## src/rtl/mdio_mgmt_pkg.sv

```systemverilog
package mdio_mgmt_pkg;
  typedef enum logic [2:0] {
    S_PRE, S_ST1, S_HDR, S_RTA, S_RDAT, S_WTA, S_WDAT
  } frame_state_e;

  localparam logic [1:0] OP_READ  = 2'b10;
  localparam logic [1:0] OP_WRITE = 2'b01;
  localparam int PHY_AW  = 5;
  localparam int REG_AW  = 5;
  localparam int STRAP_W = 3;
endpackage

```

## src/rtl/mdio_frame_rx.sv

```systemverilog
module mdio_frame_rx
  import mdio_mgmt_pkg::*;
#(
  parameter int PRE_LEN = 32,
  parameter int DATA_W  = 16
) (
  input  logic              clk_i,
  input  logic              rst_ni,
  input  logic              mdio_i,
  input  logic [STRAP_W-1:0] strap_i,
  input  logic [DATA_W-1:0] rd_data_i,
  output logic              rd_req_o,
  output logic              wr_en_o,
  output logic [REG_AW-1:0] reg_addr_o,
  output logic [DATA_W-1:0] wr_data_o,
  output logic              mdio_o,
  output logic              mdio_oe_o,
  output logic              rd_phase_o
);
  localparam int HDR_W = 2 + PHY_AW + REG_AW;
  localparam int CNT_W = $clog2(PRE_LEN + DATA_W + 1);
  localparam logic [CNT_W-1:0] PRE_CNT  = CNT_W'(PRE_LEN);
  localparam logic [CNT_W-1:0] HDR_LAST = CNT_W'(HDR_W - 1);
  localparam logic [CNT_W-1:0] DAT_LAST = CNT_W'(DATA_W - 1);
  localparam logic [CNT_W-1:0] DAT_END  = CNT_W'(DATA_W);
  localparam logic [CNT_W-1:0] CNT_ONE  = CNT_W'(1);

  frame_state_e      state_q;
  logic [CNT_W-1:0]  cnt_q;
  logic [HDR_W-1:0]  hdr_q;
  logic [DATA_W-1:0] sh_q;
  logic [REG_AW-1:0] addr_q;
  logic              oe_q, out_q;

  logic [HDR_W-1:0]  hdr_full;
  logic [1:0]        op;
  logic [PHY_AW-1:0] phy;
  logic [REG_AW-1:0] regad;
  logic              phy_hit;

  assign hdr_full = {hdr_q[HDR_W-2:0], mdio_i};
  assign op       = hdr_full[HDR_W-1 -: 2];
  assign phy      = hdr_full[REG_AW +: PHY_AW];
  assign regad    = hdr_full[REG_AW-1:0];
  // upper bits must be zero; lower bits match strap or broadcast zero
  assign phy_hit  = (phy[PHY_AW-1:STRAP_W] == '0) &&
                    ((phy[STRAP_W-1:0] == strap_i) || (phy[STRAP_W-1:0] == '0));

  always_ff @(posedge clk_i or negedge rst_ni) begin
    if (!rst_ni) begin
      state_q <= S_PRE;
      cnt_q   <= '0;
      hdr_q   <= '0;
      sh_q    <= '0;
      addr_q  <= '0;
      oe_q    <= 1'b0;
      out_q   <= 1'b0;
    end else begin
      case (state_q)
        S_PRE: begin
          if (mdio_i) begin
            if (cnt_q != PRE_CNT) cnt_q <= cnt_q + CNT_ONE;
          end else begin
            if (cnt_q == PRE_CNT) state_q <= S_ST1;
            cnt_q <= '0;
          end
        end
        S_ST1: begin
          cnt_q   <= '0;
          state_q <= mdio_i ? S_HDR : S_PRE;
        end
        S_HDR: begin
          hdr_q <= hdr_full;
          cnt_q <= cnt_q + CNT_ONE;
          if (cnt_q == HDR_LAST) begin
            cnt_q  <= '0;
            addr_q <= regad;
            if (phy_hit && op == OP_READ)       state_q <= S_RTA;
            else if (phy_hit && op == OP_WRITE) state_q <= S_WTA;
            else                                state_q <= S_PRE;
          end
        end
        S_RTA: begin
          // first turnaround bit ends: capture word, drive the 0
          sh_q    <= rd_data_i;
          oe_q    <= 1'b1;
          out_q   <= 1'b0;
          cnt_q   <= '0;
          state_q <= S_RDAT;
        end
        S_RDAT: begin
          out_q <= sh_q[DATA_W-1];
          sh_q  <= {sh_q[DATA_W-2:0], 1'b0};
          cnt_q <= cnt_q + CNT_ONE;
          if (cnt_q == DAT_END) begin
            oe_q    <= 1'b0;
            out_q   <= 1'b0;
            cnt_q   <= '0;
            state_q <= S_PRE;
          end
        end
        S_WTA: begin
          cnt_q <= cnt_q + CNT_ONE;
          if (cnt_q == CNT_ONE) begin
            cnt_q   <= '0;
            state_q <= S_WDAT;
          end
        end
        S_WDAT: begin
          sh_q  <= {sh_q[DATA_W-2:0], mdio_i};
          cnt_q <= cnt_q + CNT_ONE;
          if (cnt_q == DAT_LAST) begin
            cnt_q   <= '0;
            state_q <= S_PRE;
          end
        end
        default: begin
          state_q <= S_PRE;
          cnt_q   <= '0;
        end
      endcase
    end
  end

  assign rd_req_o   = (state_q == S_RTA);
  assign wr_en_o    = (state_q == S_WDAT) && (cnt_q == DAT_LAST);
  assign wr_data_o  = {sh_q[DATA_W-2:0], mdio_i};
  assign reg_addr_o = addr_q;
  assign mdio_o     = out_q;
  assign mdio_oe_o  = oe_q;
  assign rd_phase_o = (state_q == S_RDAT);
endmodule

```

## src/rtl/mdio_reg_bank.sv

```systemverilog
module mdio_reg_bank
  import mdio_mgmt_pkg::*;
#(
  parameter int                DATA_W    = 16,
  parameter int                NUM_STORE = 4,
  parameter logic [15:0]       ID_VALUE  = 16'h4A17,
  parameter logic [REG_AW-1:0] ID_ADDR   = 5'd8,
  parameter logic [REG_AW-1:0] IRQ_ADDR  = 5'd12,
  parameter logic [REG_AW-1:0] CFG_ADDR  = 5'd13,
  parameter int                POL_BIT   = 3
) (
  input  logic              clk_i,
  input  logic              rst_ni,
  input  logic              wr_en_i,
  input  logic [REG_AW-1:0] addr_i,
  input  logic [DATA_W-1:0] wr_data_i,
  input  logic [DATA_W-1:0] irq_word_i,
  output logic [DATA_W-1:0] rd_data_o,
  output logic              pol_o
);
  logic [DATA_W-1:0] store_q [NUM_STORE];
  logic [DATA_W-1:0] cfg_q;
  logic [NUM_STORE-1:0] store_hit;

  for (genvar g = 0; g < NUM_STORE; g++) begin : g_hit
    assign store_hit[g] = (addr_i == REG_AW'(g));
  end

  always_ff @(posedge clk_i or negedge rst_ni) begin
    if (!rst_ni) begin
      for (int i = 0; i < NUM_STORE; i++) store_q[i] <= '0;
      cfg_q <= '0;
    end else if (wr_en_i) begin
      for (int i = 0; i < NUM_STORE; i++)
        if (store_hit[i]) store_q[i] <= wr_data_i;
      if (addr_i == CFG_ADDR) cfg_q <= wr_data_i;
    end
  end

  always_comb begin
    rd_data_o = '0;
    for (int i = 0; i < NUM_STORE; i++)
      if (store_hit[i]) rd_data_o = store_q[i];
    if (addr_i == ID_ADDR)  rd_data_o = DATA_W'(ID_VALUE);
    if (addr_i == IRQ_ADDR) rd_data_o = irq_word_i;
    if (addr_i == CFG_ADDR) rd_data_o = cfg_q;
  end

  assign pol_o = cfg_q[POL_BIT];
endmodule

```

## src/rtl/mdio_irq_unit.sv

```systemverilog
module mdio_irq_unit
  import mdio_mgmt_pkg::*;
#(
  parameter int                DATA_W   = 16,
  parameter logic [REG_AW-1:0] IRQ_ADDR = 5'd12,
  localparam int               EVT_W    = DATA_W / 2
) (
  input  logic              clk_i,
  input  logic              rst_ni,
  input  logic [EVT_W-1:0]  event_i,
  input  logic              wr_en_i,
  input  logic              rd_req_i,
  input  logic [REG_AW-1:0] addr_i,
  input  logic [EVT_W-1:0]  en_wdata_i,
  input  logic              pol_i,
  output logic [DATA_W-1:0] irq_word_o,
  output logic [EVT_W-1:0]  status_o,
  output logic              irq_o
);
  logic [EVT_W-1:0] en_q, st_q, pend;
  logic             rd_clr, active;

  assign rd_clr = rd_req_i && (addr_i == IRQ_ADDR);

  always_ff @(posedge clk_i or negedge rst_ni) begin
    if (!rst_ni) begin
      en_q <= '0;
      st_q <= '0;
    end else begin
      if (wr_en_i && addr_i == IRQ_ADDR) en_q <= en_wdata_i;
      // a coinciding event survives the clear
      st_q <= (rd_clr ? '0 : st_q) | event_i;
    end
  end

  for (genvar k = 0; k < EVT_W; k++) begin : g_pend
    assign pend[k] = en_q[k] & st_q[k];
  end

  assign active     = |pend;
  assign irq_o      = pol_i ? active : ~active;
  assign irq_word_o = {en_q, st_q};
  assign status_o   = st_q;
endmodule

```

## src/rtl/mdio_mgmt_slave.sv

```systemverilog
module mdio_mgmt_slave
  import mdio_mgmt_pkg::*;
#(
  parameter int                PRE_LEN   = 32,
  parameter int                DATA_W    = 16,
  parameter int                NUM_STORE = 4,
  parameter logic [15:0]       ID_VALUE  = 16'h4A17,
  parameter logic [REG_AW-1:0] ID_ADDR   = 5'd8,
  parameter logic [REG_AW-1:0] IRQ_ADDR  = 5'd12,
  parameter logic [REG_AW-1:0] CFG_ADDR  = 5'd13,
  parameter int                POL_BIT   = 3
) (
  input  logic                  mdc_i,
  input  logic                  rst_ni,
  input  logic [2:0]            phy_strap_i,
  input  logic                  mdio_i,
  output logic                  mdio_o,
  output logic                  mdio_oe_o,
  input  logic [DATA_W/2-1:0]   event_i,
  output logic                  irq_o
);
  localparam int EVT_W = DATA_W / 2;

  logic              rd_req, wr_en, rd_phase, pol;
  logic [REG_AW-1:0] reg_addr;
  logic [DATA_W-1:0] wr_data, rd_data, irq_word;
  logic [EVT_W-1:0]  irq_status;

  mdio_frame_rx #(.PRE_LEN(PRE_LEN), .DATA_W(DATA_W)) u_rx (
    .clk_i(mdc_i), .rst_ni(rst_ni), .mdio_i(mdio_i), .strap_i(phy_strap_i),
    .rd_data_i(rd_data), .rd_req_o(rd_req), .wr_en_o(wr_en),
    .reg_addr_o(reg_addr), .wr_data_o(wr_data), .mdio_o(mdio_o),
    .mdio_oe_o(mdio_oe_o), .rd_phase_o(rd_phase)
  );

  mdio_reg_bank #(
    .DATA_W(DATA_W), .NUM_STORE(NUM_STORE), .ID_VALUE(ID_VALUE),
    .ID_ADDR(ID_ADDR), .IRQ_ADDR(IRQ_ADDR), .CFG_ADDR(CFG_ADDR), .POL_BIT(POL_BIT)
  ) u_bank (
    .clk_i(mdc_i), .rst_ni(rst_ni), .wr_en_i(wr_en), .addr_i(reg_addr),
    .wr_data_i(wr_data), .irq_word_i(irq_word), .rd_data_o(rd_data), .pol_o(pol)
  );

  mdio_irq_unit #(.DATA_W(DATA_W), .IRQ_ADDR(IRQ_ADDR)) u_irq (
    .clk_i(mdc_i), .rst_ni(rst_ni), .event_i(event_i), .wr_en_i(wr_en),
    .rd_req_i(rd_req), .addr_i(reg_addr), .en_wdata_i(wr_data[DATA_W-1 -: EVT_W]),
    .pol_i(pol), .irq_word_o(irq_word), .status_o(irq_status), .irq_o(irq_o)
  );
endmodule

```

## config.mk

```make
export PLATFORM = sky130hd
export DESIGN_NAME = mdio_mgmt_slave
export DESIGN_NICKNAME = d
export VERILOG_FILES = /design/src/rtl/mdio_mgmt_pkg.sv /design/src/rtl/mdio_frame_rx.sv /design/src/rtl/mdio_reg_bank.sv /design/src/rtl/mdio_irq_unit.sv /design/src/rtl/mdio_mgmt_slave.sv
export SDC_FILE = /design/constraint.sdc
export NUM_CORES = 1
export LEC_CHECK = 0
export CAP_MARGIN = 20
export CORE_ASPECT_RATIO = 1.75
export CORE_MARGIN = 4
export CORE_UTILIZATION = 50
export DETAILED_ROUTE_END_ITERATION = 16
export DONT_BUFFER_PORTS = 1
export HOLD_SLACK_MARGIN = 0.1
export PLACE_DENSITY = 0.7
export RECOVER_POWER = 25
export SKIP_LAST_GASP = 1
export SLEW_MARGIN = 20
export SYNTH_ARGS = -nofsm -noshare
export SYNTH_HDL_FRONTEND = slang
export SYNTH_SLANG_ARGS = --single-unit
export TNS_END_PERCENT = 100
```

## constraint.sdc

```tcl
create_clock -name mdc_i -period 2.9 [get_ports mdc_i]
set_clock_uncertainty 0.05 [all_clocks]
set_input_delay 0.145 -clock mdc_i [delete_from_list [all_inputs] [get_ports mdc_i]]
set_output_delay 0.145 -clock mdc_i [all_outputs]
set_load 0.005 [all_outputs]
```

==> flow_summary_export.csv <==
group,metric,value,unit
status,result_of_the_run,"finished, violations left",
status,violations,"hold timing",
placement,dpl.hpwl,10.7,mm
clocking,cts.repair_timing.setup_buffer_count,0,
power,power.leakage,3.59,nW
timing,setup_total_negative_slack,0,ps
critical_path,critPathLaunchType,"register",
yosys,post_synth_and_or_nand_nor_area_fraction,9.49,%
global_route,grt_first_pass_wirelength,26.6,mm
timing,slew_viol_final,0,
clocking,clockRootBuffer,"clkbuf_16",
timing,max_freq,407,MHz
yosys,synth_edf_count,0,
clocking,cts_inserted_buffers,17,
floorplanning,die-height,162,um
detailed_routing,totalWireLength,16.5,mm
yosys,syn_inst,543,
critical_path,timing.setup.critical_path_class,"reg -> reg",
global_route,initial_antenna_violation_count,0,
detailed_routing,ant_nets,0,
placement,last_weighted_congestion_value_of_the_routability_driven_placer,0.847,
cells_and_area,final_layout_size_suffix_gt1_share,30.9,%
cells_and_area,post-route-util,57.3,%
clocking,worst_path_clk_slew,60,ps
yosys,yosys_register_bits,139,
detailed_routing,detail_route.wl_per_cell,22.3,um
clocking,hold_buffers,9,
min_path,hold_class,"in -> async",
global_route,gr_usage_total,23.0,%
floorplanning,die_area,15600,um2
cells_and_area,final_nets,571,
yosys,ys_async_sr_fraction,100,%
critical_path,worst-path-max-fanout,10,
floorplanning,floorplan.initialDensity,50.9,%
detailed_routing,drt_iter0_markers,448,
job,max_cap_violations,0,
clocking,worstSkewPairLatency,420,ps
timing,grt_setup_unrepaired,"no",
critical_path,cp-end-kind,"register",
global_route,first_global_vias,5059,
yosys,synth.yosys.warnings,0,
timing,hold_viol_final,139,
detailed_routing,route.detailed.drc,0,
cells_and_area,antenna-diode-count,0,
cells_and_area,fillerInstances,1077,
yosys,synth-seq-area-share,51.3,%
global_route,global_route.overflow_total,0,
timing,setup_violations,0,
floorplanning,io_pins,17,
clocking,ctsLongestPathBuffers,2,
yosys,post_synth_num_cell_types,58,
detailed_routing,vias,4670,
yosys,synth.net_count,560,
timing,fin_worst_hold_slack,-636,ps
yosys,synth_compound_gate_area_share,12.8,%
power,peakVddDrop,0.400,mV
yosys,synthesis.area_per_instance,12.5,um2
yosys,synth_top_flop_cell,"dfrtp_1",
clocking,htree_num_levels,4,
timing,fin_crit_sh,84.7,%
floorplanning,placementRows,56,
detailed_routing,detail_route.vias_per_cell,6.30,
yosys,xor_xnor_share_of_the_synthesized_area,0.776,%
cells_and_area,area_growth,12.7,%
critical_path,arrival,2710,ps
clocking,cts_tree,"yes",
timing,transition_time_at_the_pin_with_the_least_slew_margin,813,ps
yosys,synthAdderAreaFrac,0.554,%
global_route,pin_count_of_the_biggest_net_entering_global_routing,140,
power,total_power,0.00432,W
power,powerDensity,566,nW/um2
floorplanning,dieWidth,96.0,um
yosys,synth_mux_area_share,22.0,%
clocking,clock_tree_sinks,139,
detailed_routing,drt_first_pass_iters,5,
yosys,syn_area,6780,um2
critical_path,critical_path_data_required_time,3150,ps
timing,timing.slew.headroom,45.0,%
cells_and_area,most_common_cell_after_layout_fill_and_taps_aside,"dfrtp_1",
cells_and_area,most-common-layout-cells,"138 x dfrtp_1, 80 x mux2_2, 38 x a21oi_1",
timing,period_minus_slack,2460,ps
placement,io_buffers,0,
yosys,dominant_combinational_cell_family_by_area_after_synthesis,"multiplexers",
clocking,post_cts.resized_instances,0,
floorplanning,coreArea,13300,um2
==> Yosys cell counts (all sizes together) (4+ instances only) <==
cell type / number / area (um2)
o221ai: 10 / 87.6
inv: 9 / 33.8
nor2: 24 / 125
dfrtp: 139 / 3480
a31oi: 6 / 37.5
nand3: 25 / 150
a21oi: 38 / 190
nand3b: 4 / 55.1
a221oi: 5 / 43.8
a22oi: 5 / 37.5
mux4: 4 / 90.1
buf: 18 / 128
xnor2: 4 / 35.0
o21ai: 32 / 160
o21a: 9 / 67.6
mux2i: 7 / 70.1
a21o: 11 / 82.6
a222oi: 6 / 60.1
nor3: 9 / 90.1
nand2: 21 / 81.3
mux2: 109 / 1330
clkbuf: 12 / 45.0
o22ai: 5 / 31.3
==> worst max-delay path, cell delays in order (launching register included) <==
cell,delay [ps]
dfrtp_1,430
ha_1,220
nor3b_2,330
nand3_4,200
nor3_4,450
buf_4,290
mux2_2,350
==> path summary, 6_finish.rpt <==
kind / start / end / slack [ps] / cells past startpoint
min in group mdc_i: mdio_i / u_rx.sh_q[0] / 110 / 4
worst max register to register: u_rx.cnt_q[0] / u_bank.cfg_q[10] / 440 / 6
max in group asynchronous: rst_ni / u_bank.cfg_q[2] / 3270 / 0
worst max-delay path: u_rx.cnt_q[0] / u_bank.cfg_q[10] / 440 / 6
worst min-delay path: rst_ni / u_rx.cnt_q[3] / -640 / 0
worst min register to register: u_bank.store_q[14] / u_bank.store_q[14] / 450 / 1
==> kinds of logic after synthesis <==
group,count (synthesis)
DFF,139
AOI/OAI and AO/OA,135
muxes,120
and+or+nand+nor,101
buffers and inverters,39
xor gates and xnor gates,6
adders and majority gates,3
==> report_power, final <==
| part | switching, W | internal [W] |
|---|---|---|
| registers | 0.0000163 | 0.00195 |
| logic | 0.0000373 | 0.0000367 |
| clock network | 0.000837 | 0.00144 |
==> layout make-up <==
type	instances	area, um2	share of cell area [%]
Clock inverter	14	195	2.56
Sequential cell	139	3480	45.6
Tap cell	174	218	2.85
Inverter	9	33.8	0.443
Multi-Input combinational cell	365	3090	40.5
Timing Repair Buffer	22	188	2.46
Clock buffer	18	429	5.62
==> stage by stage <==
step,std cells,setup slack [ps],area [um2]
final,741,445,7630
after global routing,741,308,7630
after CTS,741,458,7630
after detailed placement,700,506,6920
after global placement,700,602,6920
after floorplan,543,833,6780
==> flip-flops by register name (all words and copies together), names as in the netlist <==
signal           flops
u_bank.store_q      64
u_bank.cfg_q        16
u_rx.sh_q           16
u_rx.hdr_q          11
u_irq.en_q           8
u_irq.status_o       8
u_rx.cnt_q           6
u_rx.reg_addr_o      5
u_rx.state_q         3
u_rx.mdio_o          1
u_rx.mdio_oe_o       1
==> per-layer routing <==
metal  vias up  share of wire, %  GRT usage (%)
met4         0               5.1           13.5
met5         -                 0              0
met3        56               4.5           4.73
met1      2392                35           24.9
met2       176                55           40.0
li1       2046                 -              -
Note: power is estimated with default switching activity, not from simulation.
